`src/rtl/sdram_cmd_seq.sv`:
```
module sdram_cmd_seq #(
  parameter int DQ_W    = 16,
  parameter int ROW_W   = 12,
  parameter int CLK_MHZ = 200,
  parameter int REF_MS  = 64,
  parameter int CAS_LAT = 2,
  parameter int T_INIT  = 40,
  parameter int T_RP    = 3,
  parameter int T_RFC   = 12,
  parameter int T_MRD   = 2,
  parameter int T_RCD   = 3,
  parameter int T_WR    = 2,
  parameter logic [ROW_W-1:0] EMR_VAL = '0,
  localparam int COL_W  = (DQ_W == 32) ? 8 : 9,
  localparam int ADDR_W = 2 + ROW_W + COL_W
) (
  input  logic              clk,
  input  logic              rst,
  input  logic              req_valid,
  input  logic              req_write,
  input  logic [ADDR_W-1:0] req_addr,
  input  logic [DQ_W-1:0]   req_wdata,
  output logic              req_ready,
  output logic              rd_valid,
  output logic [DQ_W-1:0]   rd_data,
  output logic              sd_cke,
  output logic              sd_cs_n,
  output logic              sd_ras_n,
  output logic              sd_cas_n,
  output logic              sd_we_n,
  output logic [1:0]        sd_ba,
  output logic [ROW_W-1:0]  sd_addr,
  output logic              sd_dqm,
  output logic [DQ_W-1:0]   sd_dq_out,
  output logic              sd_dq_oe,
  input  logic [DQ_W-1:0]   sd_dq_in
);

  localparam int REF_INT = (REF_MS * 1000 * CLK_MHZ) / (1 << ROW_W);
  localparam int REF_W   = $clog2(REF_INT + 1);
  localparam int CNT_W   = $clog2(T_INIT + T_RFC + T_RCD + T_RP + T_WR + T_MRD + CAS_LAT + 2);
  localparam logic [ROW_W-1:0] AP_BIT = ROW_W'(1 << 10);
  localparam logic [ROW_W-1:0] MR_VAL = ROW_W'(CAS_LAT) << 4;

  localparam logic [3:0] C_INH = 4'b1111;
  localparam logic [3:0] C_NOP = 4'b0111;
  localparam logic [3:0] C_ACT = 4'b0011;
  localparam logic [3:0] C_RD  = 4'b0101;
  localparam logic [3:0] C_WR  = 4'b0100;
  localparam logic [3:0] C_PRE = 4'b0010;
  localparam logic [3:0] C_REF = 4'b0001;
  localparam logic [3:0] C_LMR = 4'b0000;

  typedef enum logic [2:0] {ST_PWR, ST_REF1, ST_REF2, ST_MRS, ST_EMRS, ST_IDLE, ST_RW} st_t;

  st_t               st;
  logic [CNT_W-1:0]  cnt;
  logic [REF_W-1:0]  ref_cnt;
  logic              ref_pend;
  logic [3:0]        cmd_q;
  logic              wr_q;
  logic [COL_W-1:0]  col_q;
  logic [DQ_W-1:0]   wd_q;
  logic [CAS_LAT:0]  rd_pipe;

  wire ref_fire = (ref_cnt == REF_W'(REF_INT - 1));
  wire go       = (cnt == '0);
  wire issue_rd = go && (st == ST_RW) && !wr_q;

  assign req_ready = (st == ST_IDLE) && go && !ref_pend;
  assign {sd_cs_n, sd_ras_n, sd_cas_n, sd_we_n} = cmd_q;

  always_ff @(posedge clk) begin
    if (rst) begin
      st        <= ST_PWR;
      cnt       <= CNT_W'(T_INIT);
      ref_cnt   <= '0;
      ref_pend  <= 1'b0;
      cmd_q     <= C_INH;
      sd_cke    <= 1'b0;
      sd_ba     <= '0;
      sd_addr   <= '0;
      sd_dqm    <= 1'b1;
      sd_dq_oe  <= 1'b0;
      sd_dq_out <= '0;
      wr_q      <= 1'b0;
      col_q     <= '0;
      wd_q      <= '0;
    end else begin
      sd_cke   <= 1'b1;
      cmd_q    <= C_NOP;
      sd_dq_oe <= 1'b0;
      ref_cnt  <= ref_fire ? '0 : ref_cnt + 1'b1;
      if (!go) begin
        cnt <= cnt - 1'b1;
      end else begin
        case (st)
          ST_PWR: begin
            cmd_q   <= C_PRE;
            sd_addr <= AP_BIT;
            cnt     <= CNT_W'(T_RP - 1);
            st      <= ST_REF1;
          end
          ST_REF1: begin
            cmd_q <= C_REF;
            cnt   <= CNT_W'(T_RFC - 1);
            st    <= ST_REF2;
          end
          ST_REF2: begin
            cmd_q <= C_REF;
            cnt   <= CNT_W'(T_RFC - 1);
            st    <= ST_MRS;
          end
          ST_MRS: begin
            cmd_q   <= C_LMR;
            sd_ba   <= 2'b00;
            sd_addr <= MR_VAL;
            cnt     <= CNT_W'(T_MRD - 1);
            st      <= ST_EMRS;
          end
          ST_EMRS: begin
            cmd_q   <= C_LMR;
            sd_ba   <= 2'b10;
            sd_addr <= EMR_VAL;
            sd_dqm  <= 1'b0;
            cnt     <= CNT_W'(T_MRD - 1);
            st      <= ST_IDLE;
          end
          ST_IDLE: begin
            if (ref_pend) begin
              cmd_q    <= C_REF;
              cnt      <= CNT_W'(T_RFC - 1);
              ref_pend <= 1'b0;
            end else if (req_valid) begin
              cmd_q   <= C_ACT;
              sd_ba   <= req_addr[ADDR_W-1 -: 2];
              sd_addr <= req_addr[COL_W +: ROW_W];
              wr_q    <= req_write;
              col_q   <= req_addr[COL_W-1:0];
              wd_q    <= req_wdata;
              cnt     <= CNT_W'(T_RCD - 1);
              st      <= ST_RW;
            end
          end
          ST_RW: begin
            cmd_q     <= wr_q ? C_WR : C_RD;
            sd_addr   <= AP_BIT | ROW_W'(col_q);
            sd_dq_oe  <= wr_q;
            sd_dq_out <= wd_q;
            cnt       <= wr_q ? CNT_W'(T_WR + T_RP - 1) : CNT_W'(CAS_LAT + T_RP - 1);
            st        <= ST_IDLE;
          end
          default: st <= ST_IDLE;
        endcase
      end
      if (ref_fire) ref_pend <= 1'b1;
    end
  end

  always_ff @(posedge clk) begin
    if (rst) begin
      rd_pipe  <= '0;
      rd_valid <= 1'b0;
      rd_data  <= '0;
    end else begin
      rd_pipe  <= {rd_pipe[CAS_LAT-1:0], issue_rd};
      rd_valid <= rd_pipe[CAS_LAT];
      if (rd_pipe[CAS_LAT]) rd_data <= sd_dq_in;
    end
  end

endmodule

```
`config.mk`:
```
export PLATFORM = sky130hd
export DESIGN_NAME = sdram_cmd_seq
export DESIGN_NICKNAME = d
export VERILOG_FILES = /design/src/rtl/sdram_cmd_seq.sv
export SDC_FILE = /design/constraint.sdc
export NUM_CORES = 1
export LEC_CHECK = 0
export CORE_MARGIN = 2
export CORE_UTILIZATION = 43
export CTS_CLUSTER_DIAMETER = 120
export CTS_CLUSTER_SIZE = 10
export DETAILED_ROUTE_END_ITERATION = 16
export PLACE_DENSITY = 0.75
export SLEW_MARGIN = 20
export SYNTH_ARGS = -nofsm -noshare
export SYNTH_HDL_FRONTEND = slang
export SYNTH_SLANG_ARGS = --single-unit
```
`constraint.sdc`:
```
create_clock -name clk -period 1.4 [get_ports clk]
set_input_delay 0.28 -clock clk [delete_from_list [all_inputs] [get_ports clk]]
set_output_delay 0.28 -clock clk [all_outputs]
set_load 0.02 [all_outputs]
```
Word level (Yosys, flattened, before mapping)
Index checks and enable logic that the tools add are counted.

operators by class
  reductions and logical operators = 25
  bitwise logic cells = 3
  add/subtract/negate cells = 2
  eq/ne operators = 11
  muxes and demuxes = 21

operator list
  cell                     count
  $pmux W12 S5             1
  $pmux W7 S5              1
  $pmux W3 S5              2
  $mux W12                 2
  $mux W7                  3
  $add A12 B1 Y12 const B  1
  $eq A12 B12 Y1 const B   1
  $mux W3                  4
  $reduce_and A4 Y1        3
  $eq A3 B3 Y1 const B     3
  $reduce_and A2 Y1        4
  $reduce_or A2 Y1         4
  $logic_not A7 Y1         1
  $sub A7 B1 Y7 const B    1
  $eq A3 B2 Y1 const B     2
  $ne A6 B3 Y1 const B     1
  $pmux W2 S3              1
  $mux W1                  5
  $reduce_bool A5 Y1       1
  $logic_and A1 B1 Y1      4
  $mux W2                  2
  $ne A2 B2 Y1 const B     2
  $ne A4 B4 Y1 const B     1
  $reduce_bool A2 Y1       2
  other kinds (7)          10

storage, ports and cells
  output and inout bits = 55
  input port bits = 59
  logic and storage cells = 80
  bits in registers = 106

Logic depth before layout (Yosys ltp)
Gate-level depths: netlist of run 1.

  word-level depth = 4
  mapped depth = 8
  mapped depth without buffers = 6

Worst setup path after synthesis of run 1
OpenSTA, ideal clock, no wires.

  path type = register to output
  from = register cnt[0]
  to = output port req_ready
  cell stages (with the launch flop) = 7
  data arrival time = 1.602 ns
  required time = 1.120 ns
  buffers on the path = 1
  slack = -0.482 ns
  path through = dfxtp_1 inv_1 ha_1 nor3b_2 nand2_2 buf_2 nor3_1

between the ends
  longest elaborated chain between the ends = 3

RTL lines
  what                               RTL line  RTL
  start, declared                    57        logic [CNT_W-1:0] cnt;
  start signal, assigned             76        cnt <= CNT_W'(T_INIT);
  start signal, assigned             95        cnt <= cnt - 1'b1;
  start signal, assigned             101       cnt <= CNT_W'(T_RP - 1);
  $logic_not A7 Y1                   67        wire go = (cnt == '0);
  $logic_and A1 B1 Y1 (2 in series)  70        assign req_ready = (st == ST_IDLE) && go && !ref_pend;
  end, declared                      23        output logic req_ready,

Every way passes these cells.

Worst setup path in the final report of run 1
  from = register cnt[1]
  to = output port req_ready

Same word-level chain as after synthesis.

==> results_dict.tcl, run 1 <==
set metrics [dict create \
    cts_made_buffers 9 \
    reg2reg_depth 10 \
    pre_cts_ws_ns -0.4138 \
    gp_congestion 0.8547 \
    yosys_warnings 0 \
    core-area_um2 9684 \
    most-common-layout-cells "dfxtp_1 (104), nor2_1 (74), mux2i_1 (59)" \
    grt_pass1_wl_um 16940 \
    grt_setup_unrepaired "yes" \
    dieHeight_um 103.2 \
    hpwlAfterDp_um 7345 \
    netlist_top_cells_area "dfxtp_1 (50%), mux2i_1 (14%), nor2_1 (6.7%), a22o_1 (3.3%), nor2b_1 (1.8%)" \
    wire_per_inst_um 15.29 \
    antenna_left 0 \
    fp.dieArea_um2 10650 \
    chipWidth_um 103.2 \
    period_share_pct 124.3 \
    required_ns 1.12 \
    ios 114 \
    synth.top_cell.area_share_pct 50.15 \
    grt_usage_pct 20.34 \
    placed_cell_area_um2 5731 \
    area_growth_pct 48.55 \
    setup_viol 74 \
    holdCritPathClass "primary input to flip-flop" \
    clockRootBuffer "clkbuf_8" \
    synth_cell_types 49 \
    critPathKind "flip-flop to output port" \
    start_util_pct 43.70 \
    max_freq_mhz 574.5 \
    drive_above_1_share_pct 20.21 \
    ir_drop_v 0.0006165 \
    arrival_ns 1.46 \
    numPortBuffers 113 \
    critPathSlowestCell "dfxtp_2" \
    cts_htree_levels 3 \
    ys_seq_elements 106 \
    crit_family "simple AND/OR/NAND/NOR gates" \
    yosys.area.top_type "dfxtp_1" \
    crit_fanout 2 \
    synth_area_um2 4232 \
    slew_violations 0 \
    power_frac_comb_pct 12.4 \
    status "finished with violations" \
    clk_pin_slew_ns 0.11 \
    vias_per_cell 4.943 \
    synth-main-ff-cell "dfxtp_1" \
    cp-start-kind "flip-flop" \
    violations "negative setup slack" \
    antenna_found_initial 0 \
    critPathMaxStageDelay_ns 0.34 \
    design_area_um2 6286 \
    clk_path_buf_depth 2 \
    path_depth 6 \
    power.switching_w 0.001535 \
    p_per_area_nw_per_um2 912.5 \
    synth_edf_count 0 \
    path_buf_inv 2 \
    insertion_delay_ns 0.37 \
    intPower_w 0.004201 \
    clkPwrFrac_pct 33.5 \
    initialDrtViolationCount 175 \
    cts_tree "done" \
    drc_errors 0 \
    pwr-share-seq_pct 54.0 \
    seq_area_frac_synth_pct 50.15 \
    numClockSinks 106 \
    mostFrequentLayoutCell "dfxtp_1" \
    fin_setup_tns_ns -20.04 \
    core.rowCount 36 \
    syn_nets 487 \
    swShare_pct 26.77 \
    min_path_cells 2 \
    async_reset_ff_share_pct 0 \
    grt_max_degree 40 \
    finalHoldViolations 0 \
    finalWorstSetupSlack_ns -0.3407 \
    routed_wl_um 10960 \
    vias 3544 \
    leakagePower_nw 2.853 \
    firstDrtPassIters 6 \
    crit_chain "inv_2 > ha_4 > nor3b_4 > nand2_2 > nor3_4 > buf_6" \
    clock_skew_ns 0.01405 \
    num_antenna_cells 0 \
    avgSynthCellArea_um2 9.980 \
    period_minus_slack_ns 1.741 \
    tightest_slew_ns 0.3766 \
    first_global_vias 3530 \
    cap_violations 0 \
    max_slew_margin_pct 74.70 \
    num-nets-final 642 \
    overflow 0 \
    cts_hold_buf 0 \
    end_kind "output port" \
    synthCells 424 \
]
cells in the mapped netlist (3+ instances only):
cell / n
ha_1: 4
xnor2_1: 7
mux2i_1: 60
and3_1: 3
o21ai_0: 10
a22o_1: 16
nor3b_2: 3
nand4_1: 5
nor3_1: 7
xor2_1: 7
buf_6: 3
nand2_1: 19
o211ai_1: 3
buf_1: 3
nor2_1: 75
dfxtp_1: 106
nor2b_1: 12
buf_2: 9
inv_1: 6
or3_1: 3
a21oi_1: 13
clkbuf_1: 7
nand3_1: 10
registers in the layout, indices dropped and copies added (netlist names), 2 cells and up:
name	count
cmd_q	4
cnt	7
col_q	9
rd_data	16
rd_pipe	3
ref_cnt	12
sd_addr	12
sd_ba	2
sd_dq_out	16
st	3
wd_q	16
kinds of logic (layout without fill, tap and decap cells):
logic type / Yosys count / after routing / synth area share (%)
multiplexers: 60 / 60 / 14.19
adder cells (fa/ha/maj): 4 / 4 / 1.183
flip-flops: 106 / 106 / 50.15
XOR/XNOR: 14 / 14 / 2.898
AND/OR/NAND/NOR: 150 / 150 / 17.39
buffers and inverters: 33 / 192 / 4.672
AO/OA/AOI/OAI: 57 / 58 / 9.521
cell type report:
type / instances / area, µm²
timing repair buffer: 169 / 1644
sequential: 106 / 2125
clock buffer: 9 / 123.9
tap: 133 / 166.4
inverter: 7 / 26.28
fill: 805 / 3398
clock inverter: 7 / 83.83
multi-input combinational: 286 / 2117
metal layers:
metal / track usage, % / up-vias / routed length, µm
met4: 7.591 / 0 / 119
met5: 0 / - / 0
met2: 34.87 / 90 / 5641
li1: - / 1779 / -
met1: 24.94 / 1665 / 4555
met3: 4.772 / 10 / 647
power groups by stage:
stage / Sequential (W) / Clock, W / Combinational (W)
5_1_grt: 0.00311 / 0.00210 / 0.000761
6_report: 0.00310 / 0.00192 / 0.000713
3_3_place_gp: 0.00316 / 0 / 0.000560
4_1_cts: 0.00310 / 0.00199 / 0.000669
3_5_place_dp: 0.00317 / 0 / 0.000573
2_1_floorplan: 0.00317 / 0 / 0.000241
metrics by stage:
step / total power, W / instances / util (%) / hold WS (ns)
detailed placement: 0.003738 / 685 / 59.17 / 0.4398
global route: 0.005970 / 717 / 64.91 / 0.3052
finish: 0.005736 / 717 / 64.91 / 0.3033
CTS: 0.005756 / 714 / 64.03 / 0.2655
floorplan: 0.003414 / 424 / - / 0.3077
global placement: 0.003722 / 685 / 59.17 / 0.4240
path summary, 6_finish.rpt:
check | slack (ns) | end | startpoint
max | -0.34 | req_ready | cnt[1]$_SDFFE_PP0P_
min | 0.30 | cnt[6]$_SDFFE_PP0P_ | rst
max reg2reg | -0.33 | sd_dq_out[2]$_SDFFE_PP0P_ | cnt[1]$_SDFFE_PP0P_
min reg2reg | 0.46 | sd_ba[0]$_SDFFE_PP0P_ | sd_ba[0]$_SDFFE_PP0P_
what timing repair did:
| action | in CTS | in global routing |
|---|---|---|
| gates resized for setup | 96 | 20 |
| buffers inserted | 10 | 4 |
| hold endpoints to repair | 0 | 0 |
| pin swaps | 9 | 23 |
| setup endpoints to repair | 128 | 85 |
| cloned | 4 | 1 |
Power figures use the tool's default switching activity.
==> inputs of run 2 (changes only) <==
--- a/config.mk
+++ b/config.mk
@@ -5,6 +5,7 @@
 export SDC_FILE = /design/constraint.sdc
 export NUM_CORES = 1
 export LEC_CHECK = 0
+export CAP_MARGIN = 25
 export CORE_MARGIN = 2
 export CORE_UTILIZATION = 43
 export CTS_CLUSTER_DIAMETER = 120
==> results of run 2 <==
Same layout as run 1: the final DEF is identical, and so are final timing and power.
==> inputs of run 3 (changes only) <==
--- a/config.mk
+++ b/config.mk
@@ -7,12 +7,12 @@
 export LEC_CHECK = 0
 export CAP_MARGIN = 25
 export CORE_MARGIN = 2
-export CORE_UTILIZATION = 43
+export CORE_UTILIZATION = 48
 export CTS_CLUSTER_DIAMETER = 120
 export CTS_CLUSTER_SIZE = 10
 export DETAILED_ROUTE_END_ITERATION = 16
-export PLACE_DENSITY = 0.75
-export SLEW_MARGIN = 20
+export PLACE_DENSITY = 0.79
+export SETUP_SLACK_MARGIN = 0.4
 export SYNTH_ARGS = -nofsm -noshare
 export SYNTH_HDL_FRONTEND = slang
 export SYNTH_SLANG_ARGS = --single-unit
==> constraint.sdc (replaced) <==
create_clock -name clk -period 1.8 [get_ports clk]
set_input_delay 0.36 -clock clk [delete_from_list [all_inputs] [get_ports clk]]
set_output_delay 0.36 -clock clk [all_outputs]
set_load 0.02 [all_outputs]
==> run 3 against run 2 <==
  * The flow still finishes with violations (negative setup slack)
  * Utilization is 5.2 points higher
  * Via count grew 1.2%
  * Hold slack better by 0.052 ns
  * Largest cell class unchanged
  * Largest power group unchanged
  * Highest routed layer unchanged
==> results_dict.tcl, run 3 (synthesis gave the netlist of run 1 again) <==
set metrics [dict create \
    numClockSinks 106 \
    hp-start "rst" \
    drc_errors 0 \
    period_share_pct 103.4 \
    tightest_slew_ns 0.5745 \
    grt_pass1_wl_um 16970 \
    overflow 0 \
    required_ns 2.05 \
    core.rowCount 34 \
    core-area_um2 8636 \
    wire_per_inst_um 16.54 \
    most-common-layout-cells "dfxtp_1 (102), nor2_1 (74), mux2i_1 (57), clkdlybuf4s50_1 (57), buf_2 (24)" \
    final_cells 676 \
    crit_family "buffers and inverters" \
    dieHeight_um 97.89 \
    path_buf_inv 6 \
    leakagePower_nw 2.605 \
    finalWorstSetupSlack_ns -0.06038 \
    setup_viol 16 \
    max_slew_margin_pct 61.70 \
    vias_per_cell 5.306 \
    grt_setup_unrepaired "yes" \
    critPathSlowestCell "dfxtp_2" \
    antenna_found_initial 0 \
    swShare_pct 26.22 \
    finalHoldViolations 0 \
    first_global_vias 3459 \
    num_antenna_cells 0 \
    routed_wl_um 11180 \
    dp_cells 641 \
    cts_htree_levels 3 \
    max_freq_mhz 537.5 \
    initialDrtViolationCount 302 \
    critPathMaxStageDelay_ns 0.34 \
    clockRootBuffer "clkbuf_8" \
    cp-start-kind "flip-flop" \
    area_growth_pct 43.17 \
    end_kind "flip-flop" \
    cts_made_buffers 9 \
    antenna_left 0 \
    top_regs "rd_data (16), sd_dq_out (16), wd_q (16)" \
    crit_fanout 6 \
    multiInputGateArea_um2 2100 \
    power_frac_comb_pct 11.0 \
    ios 114 \
    period_minus_slack_ns 1.860 \
    firstDrtPassIters 4 \
    start_util_pct 49.00 \
    hpwlAfterDp_um 7098 \
    numPortBuffers 113 \
    clock_skew_ns 0.01361 \
    num-nets-final 626 \
    power.switching_w 0.001131 \
    fp.dieArea_um2 9582 \
    fin_setup_tns_ns -0.5412 \
    r2r-start "cnt[0]$_SDFFE_PP0P_" \
    vias 3587 \
    clk_path_buf_depth 2 \
    crit_start "cnt[0]$_SDFFE_PP0P_" \
    fillers 655 \
    grt_max_degree 57 \
    holdCritPathClass "primary input to flip-flop" \
    cts_tree "done" \
    pwr-share-seq_pct 55.9 \
    status "finished with violations" \
    insertion_delay_ns 0.38 \
    regArea_um2 2127 \
    cap_violations 0 \
    mostFrequentLayoutCell "dfxtp_1" \
    clk_pin_slew_ns 0.11 \
    chipWidth_um 97.89 \
    path_common_cell "buf_6" \
    p_per_area_nw_per_um2 712.0 \
    grt_usage_pct 22.08 \
    gp_congestion 0.8211 \
    slew_violations 0 \
    ir_drop_v 0.0004941 \
    critPathKind "flip-flop to flip-flop" \
    cts_hold_buf 0 \
    crit_chain "inv_2 > ha_4 > nor3b_4 > buf_4 > buf_6 > nand4_1 > buf_6 > buf_6 > buf_16 > mux2i_1 > nor2_1" \
    clkPwrFrac_pct 33.1 \
    violations "negative setup slack" \
    intPower_w 0.003183 \
    arrival_ns 2.11 \
    drive_above_1_share_pct 26.23 \
]
-- run 3: cell types whose count changed in the layout (fill, tap and decap cells not counted), moves of 6 or more --
cell | previous run | this run
buf_2 | 1 | 24
buf_4 | 40 | 20
clkbuf_2 | 3 | 9
clkdlybuf4s15_2 | 0 | 16
dlygate4sd2_1 | 48 | 0
-- run 3: power groups by stage --
stage,logic [W],registers (W),clock network (W)
floorplan,0.000188,0.00247,0
global placement,0.000395,0.00246,0
detailed placement,0.000404,0.00247,0
CTS,0.000442,0.00241,0.00145
global route,0.000511,0.00242,0.00156
finish,0.000473,0.00241,0.00143
-- run 3: final timing paths --
kind | endpoint | slack [ns] | depth (start not counted)
setup / recovery | wd_q[1]$_SDFFE_PP0P_ | -0.06 | 11
hold / removal | cmd_q[3]$_SDFF_PP1_ | 0.36 | 1
setup reg to reg | wd_q[1]$_SDFFE_PP0P_ | -0.06 | 11
hold reg to reg | ref_cnt[0]$_SDFF_PP0_ | 0.45 | 1
-- run 3: layout make-up --
cell class | count | area share, %
tap | 108 | 2.230
timing repair buffer | 153 | 24.39
sequential | 106 | 35.11
multi-input combinational | 286 | 34.66
inverter | 7 | 0.4337
clock buffer | 9 | 2.045
clock inverter | 7 | 1.136
-- run 3: repair_timing --
action | in CTS | in global routing
buffers inserted | 5 | 7
endpoints found under the setup margin | 128 | 117
cloned | 4 | 3
pin swaps | 15 | 12
resized for setup | 177 | 66
-- run 3: through the flow --
stage | utilization [%] | hold slack [ns] | worst slack [ns] | cell area (µm²) | total power (W)
final | 70.15 | 0.3557 | -0.06038 | 6058 | 0.004313
after CTS | 69.39 | 0.3455 | -0.04627 | 5992 | 0.004305
after global routing | 70.15 | 0.3550 | -0.1518 | 6058 | 0.004485
after detailed placement | 64.05 | 0.4368 | -0.1094 | 5532 | 0.002869
after global placement | 64.05 | 0.4216 | -0.06439 | 5532 | 0.002858
after floorplan | - | 0.3877 | 0.2103 | 4280 | 0.002656
-- run 3: per-layer routing --
metal | global-route usage [%] | vias up | wire length, µm
li1 | - | 1746 | -
met5 | 0 | - | 0
met1 | 25.98 | 1728 | 4445
met3 | 7.087 | 13 | 570
met2 | 38.41 | 100 | 5977
met4 | 6.731 | 0 | 186
